### src/rtl/ibb_pkg.sv
package ibb_pkg;
   localparam int WORD_W = 32;
   localparam int WIN_W  = 3;

   typedef enum logic [WIN_W-1:0] {
      WIN_EN_SET = 3'd0,
      WIN_EN_CLR = 3'd1,
      WIN_PD_SET = 3'd2,
      WIN_PD_CLR = 3'd3,
      WIN_AC_SET = 3'd4,
      WIN_AC_CLR = 3'd5,
      WIN_RSV_A  = 3'd6,
      WIN_RSV_B  = 3'd7
   } win_e;

   // Permission masks for one 32-interrupt word, already widened by bypass
   typedef struct packed {
      logic [WORD_W-1:0] grp_only;
      logic [WORD_W-1:0] ge1;
      logic [WORD_W-1:0] ge2;
   } mask_set_t;

   function automatic logic win_is_set(win_e w);
      logic [WIN_W-1:0] v;
      v = w;
      return ~v[0];
   endfunction

   function automatic logic [1:0] win_map(win_e w);
      logic [WIN_W-1:0] v;
      v = w;
      return v[2:1];
   endfunction
endpackage

### src/rtl/ibb_mask_gen.sv
module ibb_mask_gen
   import ibb_pkg::*;
(
   input  logic [WORD_W-1:0]   grp_w,
   input  logic [2*WORD_W-1:0] code_w,
   input  logic                bypass,
   output mask_set_t           masks
);
   logic [WORD_W-1:0] any_code;
   logic [WORD_W-1:0] high_code;

   // Fold two code bits per interrupt down to one bit per threshold
   for (genvar k = 0; k < WORD_W; k++) begin : g_fold
      assign any_code[k]  = code_w[2*k] | code_w[2*k+1];
      assign high_code[k] = code_w[2*k+1];
   end

   always_comb begin
      masks.grp_only = bypass ? '1 : grp_w;
      masks.ge1      = bypass ? '1 : (grp_w | any_code);
      masks.ge2      = bypass ? '1 : (grp_w | high_code);
   end
endmodule

### src/rtl/ibb_access_path.sv
module ibb_access_path
   import ibb_pkg::*;
#(
   parameter  int NUM_IRQ   = 64,
   parameter  int IDX_W     = 5,
   localparam int NUM_EXT   = NUM_IRQ - WORD_W,
   localparam int EXT_WORDS = NUM_EXT / WORD_W,
   localparam int ADDR_W    = IDX_W + WIN_W
)(
   input  logic [ADDR_W-1:0]    addr,
   input  logic                 secure,
   input  logic                 sec_disable,
   input  logic [NUM_EXT-1:0]   grp_i,
   input  logic [2*NUM_EXT-1:0] code_i,
   output logic                 hit,
   output win_e                 win,
   output logic [IDX_W-1:0]     ext_idx,
   output mask_set_t            masks
);
   logic [IDX_W-1:0]    word_idx;
   logic                in_range;
   logic [WORD_W-1:0]   grp_w;
   logic [2*WORD_W-1:0] code_w;

   assign word_idx = addr[IDX_W-1:0];
   assign in_range = (word_idx != '0) &&
                     ({1'b0, word_idx} <= (IDX_W+1)'(EXT_WORDS));
   assign win      = win_e'(addr[ADDR_W-1:IDX_W]);
   assign hit      = in_range && (addr[ADDR_W-1 -: 2] != 2'b11);
   assign ext_idx  = in_range ? (word_idx - IDX_W'(1)) : '0;

   always_comb begin
      grp_w  = '0;
      code_w = '0;
      for (int w = 0; w < EXT_WORDS; w++) begin
         if (ext_idx == IDX_W'(w)) begin
            grp_w  = grp_i[w*WORD_W +: WORD_W];
            code_w = code_i[w*2*WORD_W +: 2*WORD_W];
         end
      end
   end

   ibb_mask_gen u_mask (
      .grp_w  (grp_w),
      .code_w (code_w),
      .bypass (secure | sec_disable),
      .masks  (masks)
   );
endmodule

### src/rtl/ibb_bitmap.sv
module ibb_bitmap
   import ibb_pkg::*;
#(
   parameter  int NUM_EXT   = 32,
   parameter  int IDX_W     = 5,
   localparam int EXT_WORDS = NUM_EXT / WORD_W
)(
   input  logic               clk,
   input  logic               rst_n,
   input  logic               we,
   input  logic               set_op,
   input  logic [IDX_W-1:0]   idx,
   input  logic [WORD_W-1:0]  data,
   input  logic [NUM_EXT-1:0] hw_set,
   output logic [NUM_EXT-1:0] q
);
   for (genvar wi = 0; wi < EXT_WORDS; wi++) begin : g_word
      logic [WORD_W-1:0] cur;
      logic [WORD_W-1:0] nxt;
      logic              sel;

      assign cur = q[wi*WORD_W +: WORD_W];
      assign sel = we && (idx == IDX_W'(wi));

      // Software update first, hardware set last so that it wins
      always_comb begin
         nxt = cur;
         if (sel) begin
            nxt = set_op ? (cur | data) : (cur & ~data);
         end
         nxt = nxt | hw_set[wi*WORD_W +: WORD_W];
      end

      always_ff @(posedge clk or negedge rst_n) begin
         if (!rst_n) begin
            q[wi*WORD_W +: WORD_W] <= '0;
         end else begin
            q[wi*WORD_W +: WORD_W] <= nxt;
         end
      end
   end
endmodule

### src/rtl/ibb_level_track.sv
module ibb_level_track #(
   parameter int NUM_EXT = 32
)(
   input  logic               clk,
   input  logic               rst_n,
   input  logic [NUM_EXT-1:0] level_i,
   input  logic [NUM_EXT-1:0] edge_cfg_i,
   output logic [NUM_EXT-1:0] level_q,
   output logic [NUM_EXT-1:0] edge_hit
);
   always_ff @(posedge clk or negedge rst_n) begin
      if (!rst_n) begin
         level_q <= '0;
      end else begin
         level_q <= level_i;
      end
   end

   // A held level equals level_q and produces no hit
   assign edge_hit = edge_cfg_i & level_i & ~level_q;
endmodule

### src/rtl/irq_bitmap_bank.sv
module irq_bitmap_bank
   import ibb_pkg::*;
#(
   parameter  int NUM_IRQ   = 64,
   parameter  int IDX_W     = 5,
   localparam int NUM_EXT   = NUM_IRQ - WORD_W,
   localparam int EXT_WORDS = NUM_EXT / WORD_W,
   localparam int ADDR_W    = IDX_W + WIN_W,
   localparam int N_MAPS    = 3
)(
   input  logic                 clk,
   input  logic                 rst_n,
   input  logic                 sec_disable_i,
   input  logic [NUM_EXT-1:0]   grp_i,
   input  logic [2*NUM_EXT-1:0] acc_code_i,
   input  logic [NUM_EXT-1:0]   edge_cfg_i,
   input  logic [NUM_EXT-1:0]   level_i,
   input  logic                 wr_req_i,
   output logic                 wr_ready_o,
   input  logic [ADDR_W-1:0]    wr_addr_i,
   input  logic [WORD_W-1:0]    wr_data_i,
   input  logic                 wr_secure_i,
   input  logic                 rd_req_i,
   input  logic [ADDR_W-1:0]    rd_addr_i,
   input  logic                 rd_secure_i,
   output logic                 rd_valid_o,
   output logic [WORD_W-1:0]    rd_data_o,
   output logic [NUM_EXT-1:0]   enabled_o,
   output logic [NUM_EXT-1:0]   pending_o,
   output logic [NUM_EXT-1:0]   active_o
);
   // Elaboration-time parameter checks
   if ((NUM_IRQ % WORD_W) != 0 || NUM_IRQ < 64 || NUM_IRQ > 1024) begin : g_bad_count
      $error("NUM_IRQ must be a multiple of 32 from 64 to 1024");
   end
   if ((2 ** IDX_W) < (NUM_IRQ / WORD_W)) begin : g_bad_idx
      $error("IDX_W too narrow for NUM_IRQ");
   end

   // ---------------- write side ----------------
   logic              wr_fire;
   logic              w_hit;
   win_e              w_win;
   logic [IDX_W-1:0]  w_idx;
   mask_set_t         w_masks;
   logic [WORD_W-1:0] w_mask;
   logic [WORD_W-1:0] w_data_m;

   assign wr_ready_o = ~rd_req_i;
   assign wr_fire    = wr_req_i & wr_ready_o;

   ibb_access_path #(.NUM_IRQ(NUM_IRQ), .IDX_W(IDX_W)) u_wpath (
      .addr        (wr_addr_i),
      .secure      (wr_secure_i),
      .sec_disable (sec_disable_i),
      .grp_i       (grp_i),
      .code_i      (acc_code_i),
      .hit         (w_hit),
      .win         (w_win),
      .ext_idx     (w_idx),
      .masks       (w_masks)
   );

   // Active windows are read-only to code-granted non-secure writers
   always_comb begin
      unique case (w_win)
         WIN_PD_SET: w_mask = w_masks.ge1;
         WIN_PD_CLR: w_mask = w_masks.ge2;
         default:    w_mask = w_masks.grp_only;
      endcase
   end
   assign w_data_m = wr_data_i & w_mask;

   // ---------------- level sampling ----------------
   logic [NUM_EXT-1:0] lvl_q;
   logic [NUM_EXT-1:0] edge_hit;

   ibb_level_track #(.NUM_EXT(NUM_EXT)) u_level (
      .clk        (clk),
      .rst_n      (rst_n),
      .level_i    (level_i),
      .edge_cfg_i (edge_cfg_i),
      .level_q    (lvl_q),
      .edge_hit   (edge_hit)
   );

   // ---------------- bitmaps: 0 enable, 1 pending latch, 2 active ----------------
   logic [NUM_EXT-1:0] bm_q  [N_MAPS];
   logic [NUM_EXT-1:0] bm_hw [N_MAPS];

   assign bm_hw[0] = '0;
   assign bm_hw[1] = edge_hit;
   assign bm_hw[2] = '0;

   for (genvar g = 0; g < N_MAPS; g++) begin : g_map
      ibb_bitmap #(.NUM_EXT(NUM_EXT), .IDX_W(IDX_W)) u_bm (
         .clk    (clk),
         .rst_n  (rst_n),
         .we     (wr_fire && w_hit && (win_map(w_win) == 2'(g))),
         .set_op (win_is_set(w_win)),
         .idx    (w_idx),
         .data   (w_data_m),
         .hw_set (bm_hw[g]),
         .q      (bm_q[g])
      );
   end

   logic [NUM_EXT-1:0] pend_eff;
   assign pend_eff  = bm_q[1] | (lvl_q & ~edge_cfg_i);
   assign enabled_o = bm_q[0];
   assign pending_o = pend_eff;
   assign active_o  = bm_q[2];

   // ---------------- read side ----------------
   logic               r_hit;
   win_e               r_win;
   logic [IDX_W-1:0]   r_idx;
   mask_set_t          r_masks;
   logic [WORD_W-1:0]  r_mask;
   logic [NUM_EXT-1:0] r_vec;
   logic [WORD_W-1:0]  r_raw;
   logic               rd_valid_q;
   logic [WORD_W-1:0]  rd_data_q;

   ibb_access_path #(.NUM_IRQ(NUM_IRQ), .IDX_W(IDX_W)) u_rpath (
      .addr        (rd_addr_i),
      .secure      (rd_secure_i),
      .sec_disable (sec_disable_i),
      .grp_i       (grp_i),
      .code_i      (acc_code_i),
      .hit         (r_hit),
      .win         (r_win),
      .ext_idx     (r_idx),
      .masks       (r_masks)
   );

   always_comb begin
      unique case (r_win)
         WIN_EN_SET, WIN_EN_CLR: r_mask = r_masks.grp_only;
         WIN_PD_SET:             r_mask = r_masks.ge1;
         default:                r_mask = r_masks.ge2;
      endcase
      unique case (win_map(r_win))
         2'd0:    r_vec = bm_q[0];
         2'd1:    r_vec = pend_eff;
         default: r_vec = bm_q[2];
      endcase
      r_raw = '0;
      for (int w = 0; w < EXT_WORDS; w++) begin
         if (r_idx == IDX_W'(w)) begin
            r_raw = r_vec[w*WORD_W +: WORD_W];
         end
      end
   end

   always_ff @(posedge clk or negedge rst_n) begin
      if (!rst_n) begin
         rd_valid_q <= 1'b0;
         rd_data_q  <= '0;
      end else begin
         rd_valid_q <= rd_req_i;
         rd_data_q  <= (rd_req_i && r_hit) ? (r_raw & r_mask) : '0;
      end
   end

   assign rd_valid_o = rd_valid_q;
   assign rd_data_o  = rd_data_q;
endmodule

### config.mk
export PLATFORM = sky130hd
export DESIGN_NAME = irq_bitmap_bank
export DESIGN_NICKNAME = d
export VERILOG_FILES = /design/src/rtl/ibb_pkg.sv /design/src/rtl/ibb_mask_gen.sv /design/src/rtl/ibb_access_path.sv /design/src/rtl/ibb_bitmap.sv /design/src/rtl/ibb_level_track.sv /design/src/rtl/irq_bitmap_bank.sv
export SDC_FILE = /design/constraint.sdc
export NUM_CORES = 1
export LEC_CHECK = 0
export ABC_CLOCK_PERIOD_IN_PS = 1000
export CAP_MARGIN = 5
export CORE_UTILIZATION = 41
export CTS_CLUSTER_DIAMETER = 40
export DETAILED_ROUTE_END_ITERATION = 6
export PLACE_DENSITY_LB_ADDON = 0.05
export SLEW_MARGIN = 25
export SYNTH_ARGS = -nofsm -noshare
export SYNTH_HDL_FRONTEND = slang
export SYNTH_SLANG_ARGS = --single-unit
### constraint.sdc
create_clock -name clk -period 1 [get_ports clk]
set_input_delay 0.25 -clock clk [delete_from_list [all_inputs] [get_ports clk]]
set_output_delay 0.25 -clock clk [all_outputs]
set_load 0.005 [all_outputs]
==> impl_results.md <==
* Avg WL per Cell at 23.6 um
* Worst Max-Slew Pin Slew at 0.606 ns
* Sequential cell area fraction in the yosys report at 42.5%
* Layout cell share with drive strength beyond 1 at 50.6%
* Die H at 154 um
* RSZ-0062 raised after global routing: yes
* HP Start: level_i[28]
* Avg Synthesized Cell Area at 9.17 um2
* GP Congestion at 0.873
* Die area at 23700 um2
* Max Fanout on Critical Path at 7
* Hpwl dp at 25900 um
* FMAX at 639 MHz
* Sw frac at 28.9%
* Initial Utilization at 41.8%
* Final min period at 1.57 ns
* Htree depth at 4
* Reg2Reg Setup Slack at -0.22 ns
* Global-route wire length before repair at 67200 um
* CTS tree: built
* Mapped Cells at 1033
* Final nets at 1834
* Clock transition at path regs at 0.07 ns
* Final worst setup slack at -0.566 ns
* Final design utilization at 81.1%
* Vias at 10979
* Clk_skew at 0.00890 ns
* Die Wd at 154 um
* DR pass1 iterations at 5
* GRT Residual Overflow at 0
* Sink Count at 161
* Internal at 12300 uW
* Setup TNS Final at -79.32 ns
* Clk buf depth at 2
* IO Count at 345
* Clock Latency Late Sink at 0.44 ns
* Syn Nets at 1254
* Leakage power at 0.00777 uW
* CP arrival at 1.92 ns
* Clock power frac at 39.5%
* Area of the multi-input gates at 6390 um2
* VDD IR-drop max at 0.969 mV
* CTS Root Cell: clkbuf_16
* Number of max-cap violations at 0
* Fin crit share at 157%
* Filler instances at 1351
* Worst Reg-to-Reg Cells at 6
* Failing checks: setup timing
* Cell row count at 55
* Synth warnings at 0
* CP Class: input port to flop
* Via density at 5.74
* Largest net degree at the start of global routing at 35
* Total track usage at 37.6%
* Syn Std Cell Area at 9470 um2
* Flops & latches, synth at 161
* Net Sw Power at 5010 uW
* Initial antenna violation count at 3
* Core area at 22600 um2
* Hold Path Cell Cnt at 1
* Area Overhead vs Synth at 93.8%
* Final setup vio count at 257
* Port-buffer cells at 344
* Hold path endpoint: u_level.level_q[28]$_DFF_PN0_
* Commonest cells after routing, fill and taps aside: 260 x buf_4, 191 x clkdlybuf4s50_1, 161 x dfrtp_1
* Most common cell after layout, fill and taps aside: buf_4
* Power per Cell Area at 943 nW/um2
* CP Launch Type: input port
* DRC at 0
* Worst Path Required at 1.36 ns
* Number of global-route vias before repair at 11584
* CP Capture Type: flop
* Final count of hold timing violations at 0
* HP Class: input port to flop
* Final Max Tran Viols at 0
* Seq pwr share at 38.5%
* Drt total wl at 45200 um
* Distinct cell type count after synthesis at 36
* Seq. cell area at 4030 um2
* Routed Antenna Nets at 0
* Critical R2R Capture: rd_data_o[3]$_DFF_PN0_
* Comb power frac at 22.1%
* Pre-CTS WS at -1.56 ns
* CTS Buf Count at 17
* Initial DRC Count at 624
* Slew HR at 59.6%
* Status: finished, violations left
## what timing repair did
action	CTS	global route
endpoints found under the setup margin	258	257
hold endpoints to repair	19	0
setup buffers	110	51
pin swaps	150	99
cloned	27	1
hold buffers	2	0
gates resized for setup	840	161
## worst max path at each step
stage	startpoint	end	slack [ns]	cells after the start
5_1_grt	wr_addr_i[0]	flop	-0.59	10
3_3_place_gp	wr_addr_i[1]	flop	-1.46	8
3_5_place_dp	wr_addr_i[1]	flop	-1.56	8
6_report	wr_addr_i[0]	flop	-0.57	10
2_1_floorplan	wr_addr_i[0]	flop	-0.69	7
4_1_cts	wr_addr_i[1]	flop	-0.57	10
## cells by family (layout without fill, tap and decap cells)
| logic type | count (synthesis) | after routing | share of synthesized area, % |
|---|---|---|---|
| and+or+nand+nor | 332 | 332 | 20.8 |
| buffers and inverters | 241 | 834 | 13.0 |
| AOI/OAI and AO/OA | 228 | 228 | 16.0 |
| DFF | 161 | 161 | 42.5 |
| muxes | 65 | 65 | 6.88 |
| adders and majority gates | 6 | 6 | 0.793 |
| other | 0 | 2 | 0 |
## synth_stat cells (all sizes together)
cell type	number	area share (%)
nor4	65	4.6
nor2	33	1.3
nor4b	1	0.092
nand3b	30	2.4
o21ai	63	3.3
dfrtp	161	43
nand4	2	0.45
nand2b	32	2.1
o41ai	31	2.9
o2111ai	2	0.18
nand2	37	1.5
nor2b	19	1.3
o21bai	1	0.12
a21oi	65	3.4
mux2	1	0.12
nor3b	1	0.079
and2b	14	1.1
a211o	32	3.0
or3	31	2.0
buf	87	6.9
nor3	33	1.9
inv	102	4.0
and4bb	2	0.30
clkbuf	52	2.1
a311oi	32	3.0
nand3	29	1.5
or2	3	0.20
o211ai	2	0.16
ha	6	0.79
mux2i	64	6.8
## power groups by stage
stage | Sequential (uW) | Combinational (uW) | Clock (uW)
floorplan | 6770 | 964 | 0
global placement | 6780 | 3010 | 0
detailed placement | 6780 | 3040 | 0
CTS | 6660 | 3650 | 6820
global route | 6670 | 4000 | 7120
finish | 6660 | 3820 | 6830
## metrics by stage
step                power, uW  hold WS, ns  cell area, um2  instances
floorplan                7740      -0.0456           10100       1033
global placement         9790        0.163           15100       1771
detailed placement       9820        0.163           15100       1771
CTS                     17100        0.270           17900       1912
global route            17800        0.271           18400       1912
finish                  17300        0.272           18400       1913
## area by class of cell
class	instances	area share, %
Antenna cell	2	0.0273
Inverter	102	2.29
Sequential cell	161	21.9
Multi-Input combinational cell	631	34.8
Tap cell	285	1.94
Timing Repair Buffer	700	35.7
Clock inverter	14	0.825
Clock buffer	18	2.39
## worst max-delay path, cell delays in order
cell and delay (ns):
buf_12 0.09, inv_12 0.03, ha_4 0.25, and4bb_4 0.26, nand4_4 0.13, clkbuf_16 0.22
buf_16 0.16, buf_6 0.13, nor4_4 0.16, mux2i_1 0.24
## per-layer routing
layer / global-route usage [%] / share of wire [%] / vias to the layer above
li1: - / - / 4827
met1: 43.5 / 37 / 5451
met2: 65.8 / 49 / 537
met3: 7.05 / 7.8 / 164
met4: 20.0 / 5.7 / 0
met5: 0 / 0 / -
No activity file was read; power rests on OpenSTA's default activity.
